===== config.mk =====
export PLATFORM = sky130hd
export DESIGN_NAME = pwm_reload_ctrl
export DESIGN_NICKNAME = d
export VERILOG_FILES = /design/src/rtl/pwm_reload_pkg.sv /design/src/rtl/prc_stage_regs.sv /design/src/rtl/prc_load_arm.sv /design/src/rtl/prc_active_regs.sv /design/src/rtl/prc_out_ctrl.sv /design/src/rtl/pwm_reload_ctrl.sv
export SDC_FILE = /design/constraint.sdc
export NUM_CORES = 1
export LEC_CHECK = 0
export BUFFER_PORTS_ARGS = -buffer_cell sky130_fd_sc_hd__buf_2
export CAP_MARGIN = 20
export CORE_UTILIZATION = 50
export CTS_CLUSTER_DIAMETER = 150
export DETAILED_ROUTE_END_ITERATION = 12
export PLACE_DENSITY = 0.84
export SETUP_SLACK_MARGIN = 0.2
export SLEW_MARGIN = 20
export SYNTH_ARGS = -nofsm -noshare
export SYNTH_HDL_FRONTEND = slang
export SYNTH_SLANG_ARGS = --single-unit

===== constraint.sdc =====
create_clock -name clk -period 1.3 [get_ports clk]
set_input_delay 0.065 -clock clk [delete_from_list [all_inputs] [get_ports clk]]
set_output_delay 0.065 -clock clk [all_outputs]
set_load 0.01 [all_outputs]

===== src/rtl/pwm_reload_pkg.sv =====
package pwm_reload_pkg;
  // register addresses
  localparam int unsigned ADDR_CTL   = 0;
  localparam int unsigned ADDR_PS    = 1;
  localparam int unsigned ADDR_MOD   = 2;
  localparam int unsigned ADDR_DUTY0 = 3;
  // control bit positions
  localparam int unsigned CTL_LOAD_BIT = 0;
  localparam int unsigned CTL_EN_BIT   = 1;
endpackage


===== src/rtl/prc_stage_regs.sv =====
module prc_stage_regs
  import pwm_reload_pkg::*;
#(
  parameter int unsigned N_CH   = 6,
  parameter int unsigned DUTY_W = 12,
  parameter int unsigned MOD_W  = 12,
  parameter int unsigned PS_W   = 2,
  parameter int unsigned ADDR_W = 4,
  parameter int unsigned DATA_W = 16
) (
  input  logic                     clk,
  input  logic                     rst_n,
  input  logic                     wr_i,
  input  logic [ADDR_W-1:0]        addr_i,
  input  logic [DATA_W-1:0]        wdata_i,
  output logic [PS_W-1:0]          stg_ps_o,
  output logic [MOD_W-1:0]         stg_mod_o,
  output logic [N_CH*DUTY_W-1:0]   stg_duty_o,
  output logic [DATA_W-1:0]        rd_data_o
);
  localparam logic [ADDR_W-1:0] A_PS  = ADDR_W'(ADDR_PS);
  localparam logic [ADDR_W-1:0] A_MOD = ADDR_W'(ADDR_MOD);

  logic [DATA_W-1:0] duty_rd [N_CH];

  always_ff @(posedge clk or negedge rst_n) begin
    if (!rst_n) begin
      stg_ps_o  <= '0;
      stg_mod_o <= '0;
    end else if (wr_i) begin
      if (addr_i == A_PS)  stg_ps_o  <= wdata_i[PS_W-1:0];
      if (addr_i == A_MOD) stg_mod_o <= wdata_i[MOD_W-1:0];
    end
  end

  for (genvar c = 0; c < N_CH; c++) begin : g_duty
    localparam logic [ADDR_W-1:0] A_D = ADDR_W'(ADDR_DUTY0 + c);
    always_ff @(posedge clk or negedge rst_n) begin
      if (!rst_n) stg_duty_o[c*DUTY_W +: DUTY_W] <= '0;
      else if (wr_i && addr_i == A_D)
        stg_duty_o[c*DUTY_W +: DUTY_W] <= wdata_i[DUTY_W-1:0];
    end
    assign duty_rd[c] = (addr_i == A_D) ? DATA_W'(stg_duty_o[c*DUTY_W +: DUTY_W]) : '0;
  end

  always_comb begin
    rd_data_o = '0;
    if (addr_i == A_PS)  rd_data_o = DATA_W'(stg_ps_o);
    if (addr_i == A_MOD) rd_data_o = DATA_W'(stg_mod_o);
    for (int c = 0; c < N_CH; c++) rd_data_o = rd_data_o | duty_rd[c];
  end
endmodule


===== src/rtl/prc_load_arm.sv =====
module prc_load_arm (
  input  logic clk,
  input  logic rst_n,
  input  logic ctl_wr_i,
  input  logic ctl_rd_i,
  input  logic wr_load_i,
  input  logic wr_en_i,
  input  logic reload_i,
  output logic load_q_o,
  output logic en_q_o,
  output logic xfer_o
);
  logic armed_q;

  assign xfer_o = reload_i && load_q_o;

  always_ff @(posedge clk or negedge rst_n) begin
    if (!rst_n) begin
      armed_q  <= 1'b0;
      load_q_o <= 1'b0;
      en_q_o   <= 1'b0;
    end else begin
      if (ctl_wr_i) begin
        en_q_o  <= wr_en_i;
        armed_q <= 1'b0;
        if (!wr_load_i)          load_q_o <= 1'b0;
        else if (armed_q)        load_q_o <= 1'b1;
        else if (xfer_o)         load_q_o <= 1'b0;
      end else begin
        if (ctl_rd_i && !load_q_o) armed_q <= 1'b1;
        if (xfer_o)                load_q_o <= 1'b0;
      end
    end
  end


  load_arm_rise_chk: assert property (@(posedge clk) disable iff (!rst_n)
    $rose(load_q_o) |-> $past(armed_q) && $past(ctl_wr_i) && $past(wr_load_i));


  load_auto_clear_chk: assert property (@(posedge clk) disable iff (!rst_n)
    xfer_o |=> !load_q_o);


  load_sw_clear_chk: assert property (@(posedge clk) disable iff (!rst_n)
    (ctl_wr_i && !wr_load_i) |=> !load_q_o);
endmodule


===== src/rtl/prc_active_regs.sv =====
module prc_active_regs #(
  parameter int unsigned N_CH   = 6,
  parameter int unsigned DUTY_W = 12,
  parameter int unsigned MOD_W  = 12,
  parameter int unsigned PS_W   = 2
) (
  input  logic                   clk,
  input  logic                   rst_n,
  input  logic                   xfer_i,
  input  logic [PS_W-1:0]        stg_ps_i,
  input  logic [MOD_W-1:0]       stg_mod_i,
  input  logic [N_CH*DUTY_W-1:0] stg_duty_i,
  output logic [PS_W-1:0]        act_ps_o,
  output logic [MOD_W-1:0]       act_mod_o,
  output logic [N_CH*DUTY_W-1:0] act_duty_o
);
  always_ff @(posedge clk or negedge rst_n) begin
    if (!rst_n) begin
      act_ps_o  <= '0;
      act_mod_o <= '0;
    end else if (xfer_i) begin
      act_ps_o  <= stg_ps_i;
      act_mod_o <= stg_mod_i;
    end
  end

  for (genvar c = 0; c < N_CH; c++) begin : g_act
    always_ff @(posedge clk or negedge rst_n) begin
      if (!rst_n) act_duty_o[c*DUTY_W +: DUTY_W] <= '0;
      else if (xfer_i) act_duty_o[c*DUTY_W +: DUTY_W] <= stg_duty_i[c*DUTY_W +: DUTY_W];
    end
  end


  xfer_atomic_chk: assert property (@(posedge clk) disable iff (!rst_n)
    xfer_i |=> (act_mod_o == $past(stg_mod_i)) && (act_ps_o == $past(stg_ps_i))
               && (act_duty_o == $past(stg_duty_i)));


  act_hold_chk: assert property (@(posedge clk) disable iff (!rst_n)
    !xfer_i |=> $stable(act_mod_o) && $stable(act_ps_o) && $stable(act_duty_o));
endmodule


===== src/rtl/prc_out_ctrl.sv =====
module prc_out_ctrl #(
  parameter int unsigned N_CH = 6
) (
  input  logic              clk,
  input  logic              rst_n,
  input  logic              en_i,
  input  logic              ovr_i,
  input  logic              reload_i,
  output logic [2*N_CH-1:0] pin_oe_o,
  output logic              gen_run_o,
  output logic              irq_o
);
  assign gen_run_o = en_i;

  for (genvar p = 0; p < 2*N_CH; p++) begin : g_oe
    assign pin_oe_o[p] = en_i | ovr_i;
  end

  always_ff @(posedge clk or negedge rst_n) begin
    if (!rst_n) irq_o <= 1'b0;
    else        irq_o <= reload_i && en_i;
  end


  irq_pulse_chk: assert property (@(posedge clk) disable iff (!rst_n)
    (reload_i && en_i) |=> irq_o);


  irq_only_after_reload_chk: assert property (@(posedge clk) disable iff (!rst_n)
    $rose(irq_o) |-> $past(reload_i));
endmodule


===== src/rtl/pwm_reload_ctrl.sv =====
module pwm_reload_ctrl
  import pwm_reload_pkg::*;
#(
  parameter int unsigned N_CH   = 6,
  parameter int unsigned DUTY_W = 12,
  parameter int unsigned MOD_W  = 12,
  parameter int unsigned PS_W   = 2,
  parameter int unsigned ADDR_W = 4,
  parameter int unsigned DATA_W = 16
) (
  input  logic                   clk,
  input  logic                   rst_n,
  input  logic                   bus_wr,
  input  logic                   bus_rd,
  input  logic [ADDR_W-1:0]      bus_addr,
  input  logic [DATA_W-1:0]      bus_wdata,
  output logic [DATA_W-1:0]      bus_rdata,
  input  logic                   reload_i,
  input  logic                   out_ovr_i,
  output logic [PS_W-1:0]        act_prescale_o,
  output logic [MOD_W-1:0]       act_modulus_o,
  output logic [N_CH*DUTY_W-1:0] act_duty_o,
  output logic                   gen_run_o,
  output logic [2*N_CH-1:0]      pin_oe_o,
  output logic                   reload_irq_o
);
  localparam logic [ADDR_W-1:0] A_CTL = ADDR_W'(ADDR_CTL);

  logic                   ctl_sel, load_q, en_q, xfer;
  logic [PS_W-1:0]        stg_ps;
  logic [MOD_W-1:0]       stg_mod;
  logic [N_CH*DUTY_W-1:0] stg_duty;
  logic [DATA_W-1:0]      stg_rd;

  assign ctl_sel = (bus_addr == A_CTL);

  prc_stage_regs #(.N_CH(N_CH), .DUTY_W(DUTY_W), .MOD_W(MOD_W), .PS_W(PS_W),
                   .ADDR_W(ADDR_W), .DATA_W(DATA_W)) u_stage (
    .clk(clk), .rst_n(rst_n), .wr_i(bus_wr), .addr_i(bus_addr), .wdata_i(bus_wdata),
    .stg_ps_o(stg_ps), .stg_mod_o(stg_mod), .stg_duty_o(stg_duty), .rd_data_o(stg_rd));

  prc_load_arm u_arm (
    .clk(clk), .rst_n(rst_n),
    .ctl_wr_i(bus_wr && ctl_sel), .ctl_rd_i(bus_rd && ctl_sel),
    .wr_load_i(bus_wdata[CTL_LOAD_BIT]), .wr_en_i(bus_wdata[CTL_EN_BIT]),
    .reload_i(reload_i), .load_q_o(load_q), .en_q_o(en_q), .xfer_o(xfer));

  prc_active_regs #(.N_CH(N_CH), .DUTY_W(DUTY_W), .MOD_W(MOD_W), .PS_W(PS_W)) u_act (
    .clk(clk), .rst_n(rst_n), .xfer_i(xfer),
    .stg_ps_i(stg_ps), .stg_mod_i(stg_mod), .stg_duty_i(stg_duty),
    .act_ps_o(act_prescale_o), .act_mod_o(act_modulus_o), .act_duty_o(act_duty_o));

  prc_out_ctrl #(.N_CH(N_CH)) u_out (
    .clk(clk), .rst_n(rst_n), .en_i(en_q), .ovr_i(out_ovr_i), .reload_i(reload_i),
    .pin_oe_o(pin_oe_o), .gen_run_o(gen_run_o), .irq_o(reload_irq_o));

  always_comb begin
    bus_rdata = stg_rd;
    if (ctl_sel) begin
      bus_rdata = '0;
      bus_rdata[CTL_LOAD_BIT] = load_q;
      bus_rdata[CTL_EN_BIT]   = en_q;
    end
  end
endmodule


# Word-level counts from Yosys, hierarchy flattened
# Index checks and enable logic that the tools add are counted.
# classes
n_eq_ne,8
mux,15
n_bitwise,7
n_reduce_logical,16
# op_table
cell,count
two-way mux 12 bit,7
OR 16 bit,5
"equality test 4 x 3 -> 1 bit, second input constant",4
two-way mux 16 bit,1
OR 12 x 16 -> 16 bit,1
logical AND 1 bit,11
"equality test 4 x 2 -> 1 bit, second input constant",2
two-way mux 1 bit,6
"equality test 4 x 1 -> 1 bit, second input constant",1
"equality test 4 bit, second input constant",1
logical NOT 4 bit,1
AND reduction 2 bit,2
two-way mux 2 bit,1
nonzero test 2 bit,1
logical NOT 1 bit,1
OR 1 bit,1
# word_totals
regBits,176
in_bits,26

# Longest topological paths before layout
# Gate-level depths: netlist of the first run.
# depth
depth_word,10
depth_mapped,6

# Hierarchy
# A second synthesis of the first run with hierarchy kept.
# hier_totals
hier_cells,518
hier_area_um2,7813.7
# modules_own_cells
module,n_inst,cells_per_inst,area_each_um2
prc_stage_regs,1,289,3986.3
prc_active_regs,1,182,3397.0
pwm_reload_ctrl,1,20,170.2
prc_load_arm,1,12,132.6
prc_out_ctrl,1,15,127.6

# Least setup slack after synthesis of the first run
# Ideal clock, no wire load.
# synth_timing
path_kind,flip-flop to flip-flop
start,register u_arm.load_q_o
end,register u_act.act_duty_o[12]
arrival_time_ps,1252
slack_ps,-76
stages_incl_launch_ff,5
n_path_buf,2
period_less_slack_ps,1376
path_cell_list,dfrtp_1 -> nand2_1 -> buf_2 -> buf_2 -> mux2_2
# synth_via
elab_chain_len,1
# synth_rtl
item,line,source
from (decl),prc_load_arm.sv:9,"output logic load_q_o,"
from (signal assigned),prc_load_arm.sv:20,load_q_o <= 1'b0;
from (signal assigned),prc_load_arm.sv:26,if (!wr_load_i) load_q_o <= 1'b0;
from (signal assigned),prc_load_arm.sv:27,else if (armed_q) load_q_o <= 1'b1;
logical AND 1 bit,prc_load_arm.sv:15,assign xfer_o = reload_i && load_q_o;
"to (signal, indexed assignment)",prc_active_regs.sv:30,else if (xfer_i) act_duty_o[c*DUTY_W +: DUTY_W] <= stg_duty_i[c*DUTY_W +: DUTY_W];
to (decl),prc_active_regs.sv:15,output logic [N_CH*DUTY_W-1:0] act_duty_o
# Every way passes these cells.
# A chain may end at the register's enable or synchronous reset.

# Worst setup path in the final report of the first run
# layout_timing
start,register u_stage.stg_duty_o[26]
end,output bus_rdata[2]
# layout_via
elab_chain_len,6
# layout_rtl
item,line,source
from (decl),prc_stage_regs.sv:18,"output logic [N_CH*DUTY_W-1:0] stg_duty_o,"
"from (signal, indexed assignment)",prc_stage_regs.sv:41,stg_duty_o[c*DUTY_W +: DUTY_W] <= wdata_i[DUTY_W-1:0];
two-way mux 12 bit,prc_stage_regs.sv:43,assign duty_rd[c] = (addr_i == A_D) ? DATA_W'(stg_duty_o[c*DUTY_W +: DUTY_W]) : '0;
OR 16 bit (4 in series),prc_stage_regs.sv:50,for (int c = 0; c < N_CH; c++) rd_data_o = rd_data_o | duty_rd[c];
two-way mux 16 bit,pwm_reload_ctrl.sv:59,if (ctl_sel) begin
to (decl),pwm_reload_ctrl.sv:17,"output logic [DATA_W-1:0] bus_rdata,"
# Every way passes these cells.

==> metrics.md, run 1 <==
| Metric | Value |
|---|---|
| Final Non-Filler Cells | 995 |
| Required time reported for the critical path endpoint | 1240 ps |
| Global Route met2 Usage | 0.535 |
| Core region area | 15,100 µm² |
| Largest family of logic cells by synthesized area | multiplexers |
| Clock edge transition at the registers on the reported setup and hold paths | 70 ps |
| Max-cap violations | 0 |
| Leakage power of the design | 0.00602 µW |
| Gate family responsible for the most delay along the worst path | compound AO/OA/AOI/OAI gates |
| Dominant register cell in the synthesized netlist | sky130_fd_sc_hd__dfrtp_1 |
| Total negative slack | -13,410 ps |
| Violations in the final reports | negative setup slack |
| Fraction of layout cells with a size suffix above 1 | 0.663 |
| Number of global-route vias before repair | 6,324 |
| Cell Chain, Critical Path | mux2_4, a22o_1, a22oi_2, o22ai_2, buf_2 |
| Synthesized area per cell | 14.8 µm² |
| Antenna violations before repair | 1 |
| Post-route clock period utilization | 1.37 |
| Max Clk Rate | 563 MHz |
| Yosys warnings | 0 |
| Critical hold path startpoint | bus_wdata[1] |
| Data arrival time at the worst-slack endpoint | 1710 ps |
| Worst IR drop on VDD | 1.05 mV |
| Fill cell instance count of the final layout | 819 |
| Number of routed nets with antenna violations | 0 |
| Worst reg2reg path startpoint | u_arm.load_q_o |
| Die Span Y | 126 µm |
| Mapped cell area | 7710 µm² |
| TritonCTS Sinks | 176 |
| Actual slew at the worst max-slew pin | 560 ps |
| Initial core utilization | 0.509 |
| Cell at the root of the clock tree | sky130_fd_sc_hd__clkbuf_16 |
| Via total after detailed routing | 6,040 |
| CP max stage cell | sky130_fd_sc_hd__dfrtp_1 |
| DIE AREA | 15,900 µm² |
| Post-Synth Adder-Cell Area | 0 |
| WL/cell | 26.4 µm |
| Post-Route Skew | 11.8 ps |
| Gr busiest metal | met2 |
| Class of the tightest hold or removal check | input pin to flop |
| Multiplexer fraction of the synthesized cell area | 0.283 |
| Worst path max stage delay | 400 ps |
| Post-route DRC | 0 |
| Met1 usage | 0.405 |
| H-tree levels | 4 |
| Flops & latches, synth | 176 |
| Startpoint class of the critical path | flop |
| Outcome | finished, violations left |
| Biggest fanout along the worst timing path | 2 |
| Fin crit period | 1780 ps |
| All-layer global routing usage | 0.329 |
| FFs w/ async S/R, synth | 1.00 |
| X dimension of the die | 126 µm |
| Synth Area in Simple Gates | 0.0529 |
| Final weighted congestion in routability-driven placement | 0.943 |
| CTS buffer count | 17 |
| Fin. max-slew vios | 0 |
| Skew-Pair Late Insertion Delay | 440 ps |
| Synth Area in Compound Gates | 0.0501 |
| Detailed Route Iter0 Violations | 522 |
| Slack of the critical path | -477 ps |
| Number of rows in the core area | 45 |
| Clock tree from TritonCTS | yes |
| Endpoint type of the worst setup path | output port |
| Unrepaired setup endpoints after global routing | true |
| Final nets | 819 |
| Sequential-to-total area share from yosys stat | 0.571 |
| Initial DRT Pass Iterations | 6 |
| Maximum number of pins on one net before global-route repair | 59 |
| Final hold violation count | 0 |
| Pwr dens | 1600 nW/µm² |
| Parity-gate share of the synthesized area counting xor and xnor cells | 0 |
| Overflow after GRT | 0 |
| Via density | 6.07 |
| Buffers & Inverters on Critical Path | 1 |
| IO Pins | 142 |
| Relative max-transition margin | 0.623 |
| First-pass GRT wire length | 38,700 µm |
| Synth cell types | 49 |
| Number of synthesized flops with an enable pin | 0 |
| Detailed Place HPWL | 14,200 µm |
| WL final | 26,200 µm |
| Cell Count Post-Placement | 880 |
| Final count of negative-setup-slack endpoints | 109 |
| GR met3 Demand/Resource | 0.0790 |
| Type of the worst setup path | flop to output port |
| Area growth from synthesis to final layout | 48.4% |
| CTS Buffer Depth | 2 |
| Worst setup path startpoint | u_stage.stg_duty_o[26] |
| Input/output buffers | 133 |
| Syn Inst Count | 522 |
==> worst register-to-register path, delay by kind of cell, from the launching register on <==
family                 cells  cell delay (ps)
muxes                      1              310
and+or+nand+nor            1               90
DFF                        1              370
buffers and inverters      4              580
==> worst paths after layout <==
check	end	slack, ps	depth (start not counted)
setup reg to reg	u_act.act_duty_o[9]	-180	6
setup / recovery	bus_rdata[2]	-480	5
min in group asynchronous	u_stage.stg_duty_o[48]	110	2
hold / removal	u_stage.stg_duty_o[25]	40	2
max in group asynchronous	u_stage.stg_duty_o[42]	470	3
hold reg to reg	u_act.act_duty_o[53]	510	1
==> report_power, final <==
group / switching (µW) / internal (µW)
logic: 2010 / 2960
clock network: 2260 / 3330
registers: 1070 / 6710
==> cells in the mapped netlist, types with 3 or more instances <==
cell / count / share of area
sky130_fd_sc_hd__a22oi_1: 17 / 0.017
sky130_fd_sc_hd__mux2_4: 20 / 0.039
sky130_fd_sc_hd__a32oi_1: 3 / 0.0034
sky130_fd_sc_hd__a21oi_1: 8 / 0.0052
sky130_fd_sc_hd__nand3_1: 5 / 0.0032
sky130_fd_sc_hd__nor3_1: 6 / 0.0039
sky130_fd_sc_hd__o21ai_0: 6 / 0.0039
sky130_fd_sc_hd__nor2_1: 6 / 0.0029
sky130_fd_sc_hd__buf_6: 9 / 0.013
sky130_fd_sc_hd__nor2_4: 4 / 0.0058
sky130_fd_sc_hd__buf_4: 21 / 0.020
sky130_fd_sc_hd__nor2b_1: 7 / 0.0057
sky130_fd_sc_hd__nand2_1: 7 / 0.0034
sky130_fd_sc_hd__mux2i_1: 7 / 0.0091
sky130_fd_sc_hd__nand2b_1: 6 / 0.0049
sky130_fd_sc_hd__a22o_1: 6 / 0.0068
sky130_fd_sc_hd__mux2_1: 32 / 0.047
sky130_fd_sc_hd__mux2_2: 125 / 0.18
sky130_fd_sc_hd__dfrtp_1: 176 / 0.57
sky130_fd_sc_hd__buf_2: 12 / 0.0078
==> placed cells by master, fill, tap and decap left out, drive strengths merged, types with 2 or more instances in the layout <==
cell type    synthesis  final
buf                 42    274
mux2               177    177
dfrtp              176    176
clkbuf               1     23
a22oi               17     17
dlygate4sd3          0     13
nor2                12     12
nand2                9     10
nor2b                9      9
a21oi                8      8
mux2i                7      7
a22o                 6      6
nand2b               6      6
nand3                6      6
nor3                 6      6
o21ai                6      6
conb                 1      4
bufinv               0      4
clkinv               0      4
inv                  1      4
or2                  2      3
and2                 3      3
a32oi                3      3
mux4                 2      2
and3b                2      2
a211o                2      2
a221oi               2      2
nor4                 2      2
a2bb2oi              2      2
o22ai                2      2
==> routing by layer <==
| layer | part of all wire | up-vias |
|---|---|---|
| li1 | - | 2429 |
| met3 | 0.072 | 112 |
| met4 | 0.057 | 0 |
| met1 | 0.39 | 3102 |
| met5 | 0 | - |
| met2 | 0.48 | 397 |
==> flip-flops by register name (all words and copies together) (netlist names) <==
| name | count |
|---|---|
| u_act.act_mod_o | 12 |
| u_out.irq_o | 1 |
| u_stage.stg_mod_o | 12 |
| u_arm.armed_q | 1 |
| u_act.act_ps_o | 2 |
| u_act.act_duty_o | 72 |
| u_arm.load_q_o | 1 |
| u_arm.en_q_o | 1 |
| u_stage.stg_ps_o | 2 |
| u_stage.stg_duty_o | 72 |
==> through the flow <==
step                cell area [µm²]  total power [µW]   util  hold slack [ps]  setup WS [ps]
detailed placement             9160             11300  0.605             1.57           -334
global route                  11400             18900  0.756             24.3           -511
finish                        11400             18300  0.756             40.1           -477
floorplan                      7930              9590      -             -231            100
global placement               9160             11100  0.605             7.15           -180
CTS                           11200             17800  0.740             5.78           -465
==> logic make-up after synthesis <==
| group | after synthesis |
|---|---|
| mux | 186 |
| flops | 176 |
| simple gates | 62 |
| compound gates | 53 |
| buf+inv | 44 |
| other cells | 1 |
==> timing repair <==
item | CTS | global route
pin swaps | 12 | 5
hold buffers | 13 | 0
cloned | 15 | 1
endpoints found under the hold margin | 242 | 0
setup buffers | 42 | 11
gates resized for setup | 142 | 26
endpoints found under the setup margin | 109 | 147
==> area by class of cell <==
type,count,area [µm²],share of cell area
well taps,188,235,0.0206
clock inverters,12,178,0.0155
repair buffers,290,2500,0.218
clock buffers,20,457,0.0399
inverters,1,3.75,0.000328
multi-input cells,307,3660,0.320
flip-flops and latches,176,4410,0.385
diodes,1,2.50,0.000219
Note: power is estimated with default switching activity, not from simulation.
==> inputs of run 2 (changes only) <==
- ABC_AREA: default -> 1
- CORE_UTILIZATION: 50 -> 25
- PLACE_DENSITY: 0.84 -> 0.52
==> run 2 against run 1 <==
  * The flow still finishes with violations (negative setup slack)
  * Flip-flop and latch count stayed put
  * Clock skew is 4.1 ps higher
  * Clock-buffer cell count is 1 higher
  * Cell count is 44% higher
  * Core utilization is 36 points lower
  * Total power is 0.60% lower
  * Non-clock buffer count is 1 higher
  * Final area is 0.85% higher
  * Fmax is 23% higher
  * Global-route usage is 16 points lower
  * Wire length is 2.9% lower
==> metrics.md, run 2 <==
| Metric | Value |
|---|---|
| Core region area | 28,900 µm² (+91%) |
| Clock edge transition at the registers on the reported setup and hold paths | 70 ps (about the same) |
| Worst reg2reg path startpoint | u_arm.load_q_o |
| Final count of negative-setup-slack endpoints | 38 (-65%) |
| Fin crit period | 1440 ps (-337 ps) |
| Unrepaired setup endpoints after global routing | true |
| Required time reported for the critical path endpoint | 1240 ps (about the same) |
| Commonest non-fill, non-tap cell in the layout | sky130_fd_sc_hd__dfrtp_1 |
| Synth cell types | 25 (-49%) |
| Design internal power | 12,300 µW (-5.2%) |
| Area fraction of the dominant cell type after synthesis | 0.597 (+0.0256) |
| H-tree levels | 4 (unchanged) |
| Syn Inst Count | 770 (+48%) |
| CTS buffer count | 17 (unchanged) |
| Cells taking the most area after synthesis | sky130_fd_sc_hd__dfrtp_1 60%, sky130_fd_sc_hd__o21ai_0 10%, sky130_fd_sc_hd__nand2_1 8.8%, sky130_fd_sc_hd__mux2_2 5.9%, sky130_fd_sc_hd__inv_1 3.5% |
| FFs w/ async S/R, synth | 1.00 (unchanged) |
| Relative contribution of combinational cells to total power | 0.289 (+0.018) |
| Flops & latches, synth | 176 (unchanged) |
| Flop pwr share | 0.429 (+0.005) |
| Sequential-to-total area share from yosys stat | 0.597 (+0.0256) |
| Final hold violation count | 0 (unchanged) |
| Initial core utilization | 0.256 (-0.253) |
| WL final | 25,500 µm (-2.9%) |
| Synthesized area per cell | 9.59 µm² (-35%) |
| Post-Route Skew | 15.9 ps (+4.07 ps) |
| Number of routed nets with antenna violations | 0 (unchanged) |
| DIE AREA | 30,200 µm² (+90%) |
| Die Span Y | 174 µm (+38%) |
| X dimension of the die | 174 µm (+38%) |
| Skew-Pair Late Insertion Delay | 440 ps (about the same) |
| Post-synth top area cell | sky130_fd_sc_hd__dfrtp_1 |
| Data arrival time at the worst-slack endpoint | 1380 ps (-330 ps) |
| Class of the tightest hold or removal check | input pin to async pin |
| Fraction of power consumed by the clock network | 0.281 (-0.024) |
| Mapped cell area | 7380 µm² (-4.3%) |
| Registers with the most flip-flops | u_act.act_duty_o: 72 flops, u_stage.stg_duty_o: 72 flops |
| Antenna diode instance count | 0 (-1) |
| Switch Pwr | 5900 µW (+11%) |
| Detailed Route Iter0 Violations | 424 (-19%) |
| Dominant register cell in the synthesized netlist | sky130_fd_sc_hd__dfrtp_1 |
| Leading post-synthesis cells by instance count | 176 x sky130_fd_sc_hd__dfrtp_1, 174 x sky130_fd_sc_hd__nand2_1, 147 x sky130_fd_sc_hd__o21ai_0, 68 x sky130_fd_sc_hd__inv_1, 41 x sky130_fd_sc_hd__nand3_1 |
| TritonCTS Sinks | 176 (unchanged) |
| Fin. max-slew vios | 0 (unchanged) |
| Final weighted congestion in routability-driven placement | 0.869 (-7.8%) |
| Post-route clock period utilization | 1.11 (-0.259) |
| Area growth from synthesis to final layout | 56.4% |
| Via total after detailed routing | 6,370 (+5.5%) |
| Input/output buffers | 133 (unchanged) |
| All-layer global routing usage | 0.168 (-0.161) |
| IO Pins | 142 (unchanged) |
| Worst IR drop on VDD | 1.04 mV (-0.83%) |
| Yosys warnings | 0 (unchanged) |
| Post-route DRC | 0 (unchanged) |
| Worst slack, placed | -35.4 ps (+299 ps) |
| CP max stage cell | sky130_fd_sc_hd__dfrtp_1 |
| Biggest fanout along the worst timing path | 2 (unchanged) |
| Detailed Place HPWL | 16,300 µm (+15%) |
| Final nets | 1,061 (+30%) |
| Violations in the final reports | negative setup slack |
| Number of rows in the core area | 62 (+38%) |
| Cell Count Post-Placement | 1,281 (+46%) |
| Leakage power of the design | 0.00582 µW (-3.4%) |
| Number of global-route vias before repair | 6,211 (-1.8%) |
| Cell Chain, Critical Path | inv_2, o21ai_2, nor2_2, nand2_2, buf_6 |
| Overflow after GRT | 0 (unchanged) |
| Via density | 4.45 (-27%) |
| Final Non-Filler Cells | 1,432 (+44%) |
| Cell at the root of the clock tree | sky130_fd_sc_hd__clkbuf_16 |
| Antenna violations before repair | 0 (-1) |
| Number of synthesized flops with an enable pin | 0 (unchanged) |
| Worst path max stage delay | 400 ps (about the same) |
| First-pass GRT wire length | 38,100 µm (-1.6%) |
| Outcome | finished, violations left |
| Most frequent cell after synthesis | sky130_fd_sc_hd__dfrtp_1 |
| Startpoint class of the critical path | flop |
| Max Clk Rate | 694 MHz (+23%) |
| Most frequent cells in the layout | 173 x sky130_fd_sc_hd__dfrtp_1, 128 x sky130_fd_sc_hd__nand2_1, 113 x sky130_fd_sc_hd__buf_2, 88 x sky130_fd_sc_hd__buf_4, 72 x sky130_fd_sc_hd__o21ai_0 |
| CTS Buffer Depth | 2 (unchanged) |
| Pwr dens | 1580 nW/µm² (-1.4%) |
| Worst setup path startpoint | u_stage.stg_duty_o[3] |
| Type of the worst setup path | flop to output port |
| Initial DRT Pass Iterations | 5 (-1) |
| Max-cap violations | 0 (unchanged) |
| WL/cell | 17.8 µm (-33%) |
| Maximum number of pins on one net before global-route repair | 44 (-25%) |
| Net Sw Frac | 0.324 (+0.0326) |
| Slack of the critical path | -140 ps (+337 ps) |
| Endpoint type of the worst setup path | output port |
| Fraction of layout cells with a size suffix above 1 | 0.489 (-0.174) |
| Clock tree from TritonCTS | yes |
[run 2: changes by cell type in the layout (fill, tap and decap cells not counted), sizes merged, moves of 9 or more]
cell,change
o21ai,+157
a22oi,-16
inv,+71
mux2,-138
nand2,+168
nor2,+32
nor2b,-9
nand3,+39
[run 2: kinds of logic (layout without fill, tap and decap cells)]
logic type / after synthesis / count (layout) / synth area share
multiplexers: 39 / 39 / 0.0595
other: 1 / 4 / 0.000508
AND/OR/NAND/NOR: 269 / 270 / 0.157
flip-flops: 176 / 176 / 0.597
AO/OA/AOI/OAI: 166 / 166 / 0.113
buffers and inverters: 119 / 393 / 0.0729
[run 2: layout make-up]
| type | instances | area (µm²) |
|---|---|---|
| multi-input cells | 479 | 3100 |
| repair buffers | 291 | 2710 |
| flip-flops and latches | 176 | 4410 |
| clock buffers | 21 | 460 |
| clock inverters | 11 | 120 |
| well taps | 384 | 480 |
| inverters | 70 | 263 |
| fillers | 2847 | 17300 |
[run 2: power groups by stage]
stage / logic [µW] / registers (µW) / clock network [µW]
final: 5270 / 7820 / 5130
after global placement: 3470 / 7730 / 0
after global routing: 5760 / 7980 / 5420
after CTS: 4580 / 7670 / 5210
after detailed placement: 3500 / 7770 / 0
after floorplan: 1480 / 7910 / 0
[run 2: through the flow]
stage / setup TNS [ps] / hold slack (ps) / instance area [µm²] / total power [µW] / utilization
global route: -4370 / 128 / 11500 / 19200 / 0.400
global placement: -19.9 / 9.47 / 8780 / 11200 / 0.304
detailed placement: -123 / 15.4 / 8780 / 11300 / 0.304
CTS: -2380 / 94.7 / 10800 / 17500 / 0.373
floorplan: 0 / -231 / 7410 / 9390 / -
finish: -2100 / 107 / 11500 / 18200 / 0.400
[run 2: repair_timing]
action | CTS | global route
setup buffers | 57 | 30
setup endpoints to repair | 98 | 114
hold buffers | 15 | 0
pin swaps | 44 | 40
endpoints found under the hold margin | 191 | 0
gates cloned | 15 | 3
gates resized for setup | 195 | 163
[run 2: routing by layer]
metal  up-vias  global-route usage  routed length (µm)
li1       3026                   -                   -
met2       158               0.270               12300
met1      3158               0.224               11400
met5         -                   0                   0
met4         0              0.0512                 514
met3        28              0.0393                1230
[run 2: path summary, 6_finish.rpt]
path                                              to  slack (ps)  cells past startpoint
worst max-delay path                    bus_rdata[3]        -140                      5
worst min-delay path            u_act.act_duty_o[12]         110                      2
worst max register to register  u_act.act_duty_o[47]         -30                      5
max in group asynchronous       u_act.act_duty_o[67]         580                      3
worst min register to register    u_act.act_mod_o[7]         490                      2
min in group clk                 u_stage.stg_ps_o[1]         110                      3
[run 2: critical path: cells and delay by family (launching register included)]
family,cells,cell delay (ps)
buffers and inverters,2,210
flip-flops,1,400
AND/OR/NAND/NOR,2,270
AO/OA/AOI/OAI,1,60
==> inputs of run 3 (changes only) <==
- SETUP_SLACK_MARGIN: 0.2 -> default
- SKIP_LAST_GASP: default -> 1
==> run 3 against run 2 <==
  * The flow still finishes with violations (negative setup slack)
  * Sequential share of layout area grew 4.9 points
  * Clock power grew 5.5%
  * Core utilization shrank 4.6 points
  * First-iteration DRC count shrank 27%
  * Hold slack gained 12 ps
  * Largest cell class unchanged
  * Largest power group unchanged
==> metrics.md, run 3 (synthesized netlist as in run 2, its figures left out) <==
| Metric | Value |
|---|---|
| Registers with the most flip-flops | u_act.act_duty_o: 72 flops, u_stage.stg_duty_o: 72 flops |
| Max Clk Rate | 705 MHz (+1.5%) |
| Startpoint class of the critical path | flop |
| Biggest fanout along the worst timing path | 2 (unchanged) |
| Fin. max-slew vios | 0 (unchanged) |
| Worst path max stage delay | 400 ps (about the same) |
| Endpoint type of the worst setup path | output port |
| Gate family responsible for the most delay along the worst path | flip-flops |
| Final count of negative-setup-slack endpoints | 24 (-37%) |
| Cell Count Post-Placement | 1,285 (+0.31%) |
| X dimension of the die | 174 µm (unchanged) |
| Class of the tightest hold or removal check | input pin to async pin |
| Pwr dens | 1700 nW/µm² (+7.6%) |
| Required time reported for the critical path endpoint | 1240 ps (about the same) |
| Worst IR drop on VDD | 0.961 mV (-7.7%) |
| Final nets | 1,028 (-3.1%) |
| Detailed Place HPWL | 16,500 µm (+1.5%) |
| Via total after detailed routing | 6,005 (-5.7%) |
| WL/cell | 16.1 µm (-9.6%) |
| Clock edge transition at the registers on the reported setup and hold paths | 70 ps (about the same) |
| CP max stage cell | sky130_fd_sc_hd__dfrtp_1 |
| Final Non-Filler Cells | 1,400 (-2.2%) |
| Type of the worst setup path | flop to output port |
| Number of rows in the core area | 62 (unchanged) |
| Worst path most repeated cell | sky130_fd_sc_hd__nand2_1 |
| Fin crit period | 1420 ps (-21.2 ps) |
| Overflow after GRT | 0 (unchanged) |
| FF-to-FF path depth | 3 (-2) |
| H-tree levels | 4 (unchanged) |
| Design internal power | 12,000 µW (-2.7%) |
| Fill cell instance count of the final layout | 2,975 (+4.5%) |
| First-pass GRT wire length | 34,700 µm (-8.8%) |
| CTS Buffer Depth | 2 (unchanged) |
| Antenna violations before repair | 1 (+1) |
| Cell at the root of the clock tree | sky130_fd_sc_hd__clkbuf_16 |
| Detailed Route Iter0 Violations | 308 (-27%) |
| IO Pins | 142 (unchanged) |
| All-layer global routing usage | 0.152 (-0.0160) |
| Fraction of power consumed by the clock network | 0.311 (+0.030) |
| Area growth from synthesis to final layout | 38.5% |
| Maximum number of pins on one net before global-route repair | 39 (-11%) |
| Post-route standard cell area excluding fillers | 10,200 µm² (-11%) |
| Fraction of layout cells with a size suffix above 1 | 0.380 (-0.108) |
| Initial core utilization | 0.256 (unchanged) |
| Die Span Y | 174 µm (unchanged) |
| Via density | 4.29 (-3.6%) |
| Relative contribution of combinational cells to total power | 0.249 (-0.040) |
| TritonCTS Sinks | 176 (unchanged) |
| DIE AREA | 30,200 µm² (unchanged) |
| Initial DRT Pass Iterations | 5 (unchanged) |
| Number of global-route vias before repair | 5,866 (-5.6%) |
| Post-placement cell area | 8800 µm² (+0.20%) |
| Most frequent cells in the layout | 175 x sky130_fd_sc_hd__dfrtp_1, 172 x sky130_fd_sc_hd__nand2_1, 121 x sky130_fd_sc_hd__buf_2, 120 x sky130_fd_sc_hd__o21ai_0, 94 x sky130_fd_sc_hd__buf_4 |
| Data arrival time at the worst-slack endpoint | 1350 ps (-30 ps) |
| Leakage power of the design | 0.00519 µW (-11%) |
| Total power of the final layout | 17,400 µW (-4.7%) |
| Post-Route Skew | 10.7 ps (-5.20 ps) |
| Unrepaired setup endpoints after global routing | true |
| Outcome | finished, violations left |
| Clock tree from TritonCTS | yes |
| Input/output buffers | 133 (unchanged) |
| Max-cap violations | 0 (unchanged) |
| Post-route clock period utilization | 1.09 (-0.0163) |
| Final weighted congestion in routability-driven placement | 0.847 (-2.5%) |
| Slack of the critical path | -119 ps (+21.2 ps) |
| Violations in the final reports | negative setup slack |
| Number of gates on the worst path with buffers counted | 5 (unchanged) |
| Skew-Pair Late Insertion Delay | 430 ps (about the same) |
| Flop pwr share | 0.440 (+0.011) |
| Number of routed nets with antenna violations | 0 (unchanged) |
| Cell Chain, Critical Path | nand2_1, o21ai_1, nor2_1, nand2_1, buf_2 |
| Core region area | 28,900 µm² (unchanged) |
| Switch Pwr | 5370 µW (-8.9%) |
| Net Sw Frac | 0.309 (-0.0142) |
| Commonest non-fill, non-tap cell in the layout | sky130_fd_sc_hd__dfrtp_1 |
| Final hold violation count | 0 (unchanged) |
| Post-route DRC | 0 (unchanged) |
| CTS buffer count | 17 (unchanged) |
| WL final | 22,500 µm (-12%) |
| Buffers & Inverters on Critical Path | 1 (-1) |
## run 3: path summary, 6_finish.rpt
kind / from / to / slack [ps]
max reg2reg: u_arm.load_q_o / u_act.act_duty_o[53] / 60
min reg2reg: u_act.act_duty_o[35] / u_act.act_duty_o[35] / 480
min in group clk: bus_wr / u_stage.stg_duty_o[23] / 140
max in group asynchronous: rst_n / u_act.act_duty_o[3] / 640
min: rst_n / u_act.act_duty_o[36] / 120
max: u_stage.stg_duty_o[5] / bus_rdata[5] / -120
## run 3: final cells by class
class	count	area (µm²)	share of cell area
Inverter	70	263	0.0257
Clock inverter	13	175	0.0171
Clock buffer	19	443	0.0433
Antenna cell	1	2.50	0.000245
Timing Repair Buffer	258	1910	0.187
Multi-Input combinational cell	479	2540	0.249
Tap cell	384	480	0.0470
Sequential cell	176	4410	0.431
## run 3: metrics by stage
step	setup TNS, ps	utilization	setup slack [ps]	hold slack, ps
finish	-1760	0.354	-119	118
global route	-3110	0.354	-203	136
CTS	-2160	0.348	-131	119
detailed placement	-175	0.305	-83.1	23.5
global placement	-87.0	0.305	-87.0	21.8
floorplan	0	-	0.0110	-231
## run 3: what timing repair did
action                     CTS  global route
cloned                       1             0
setup buffers               53            14
hold buffers                15             0
gates resized for setup     65            27
hold endpoints to repair   191             0
setup endpoints to repair   24            28
pin swaps                   37            23
## run 3: power groups by stage
stage                     clock network, µW  registers [µW]  logic, µW
after floorplan                           0            7910       1480
after global placement                    0            7750       3460
after detailed placement                  0            7790       3480
after CTS                              5520            7640       4190
after global routing                   5740            7800       4790
final                                  5410            7640       4320
## run 3: per-layer routing
metal | GRT usage | routed length (µm)
met1 | 0.202 | 10400
met2 | 0.238 | 10400
met3 | 0.0404 | 1130
met4 | 0.0563 | 554
met5 | 0 | 0
## run 3: worst register-to-register path: cells and delay by family (launching register included)
kind | cells | cell delay (ps)
buf+inv | 1 | 200
flops | 1 | 420
simple gates | 1 | 140
mux | 1 | 380
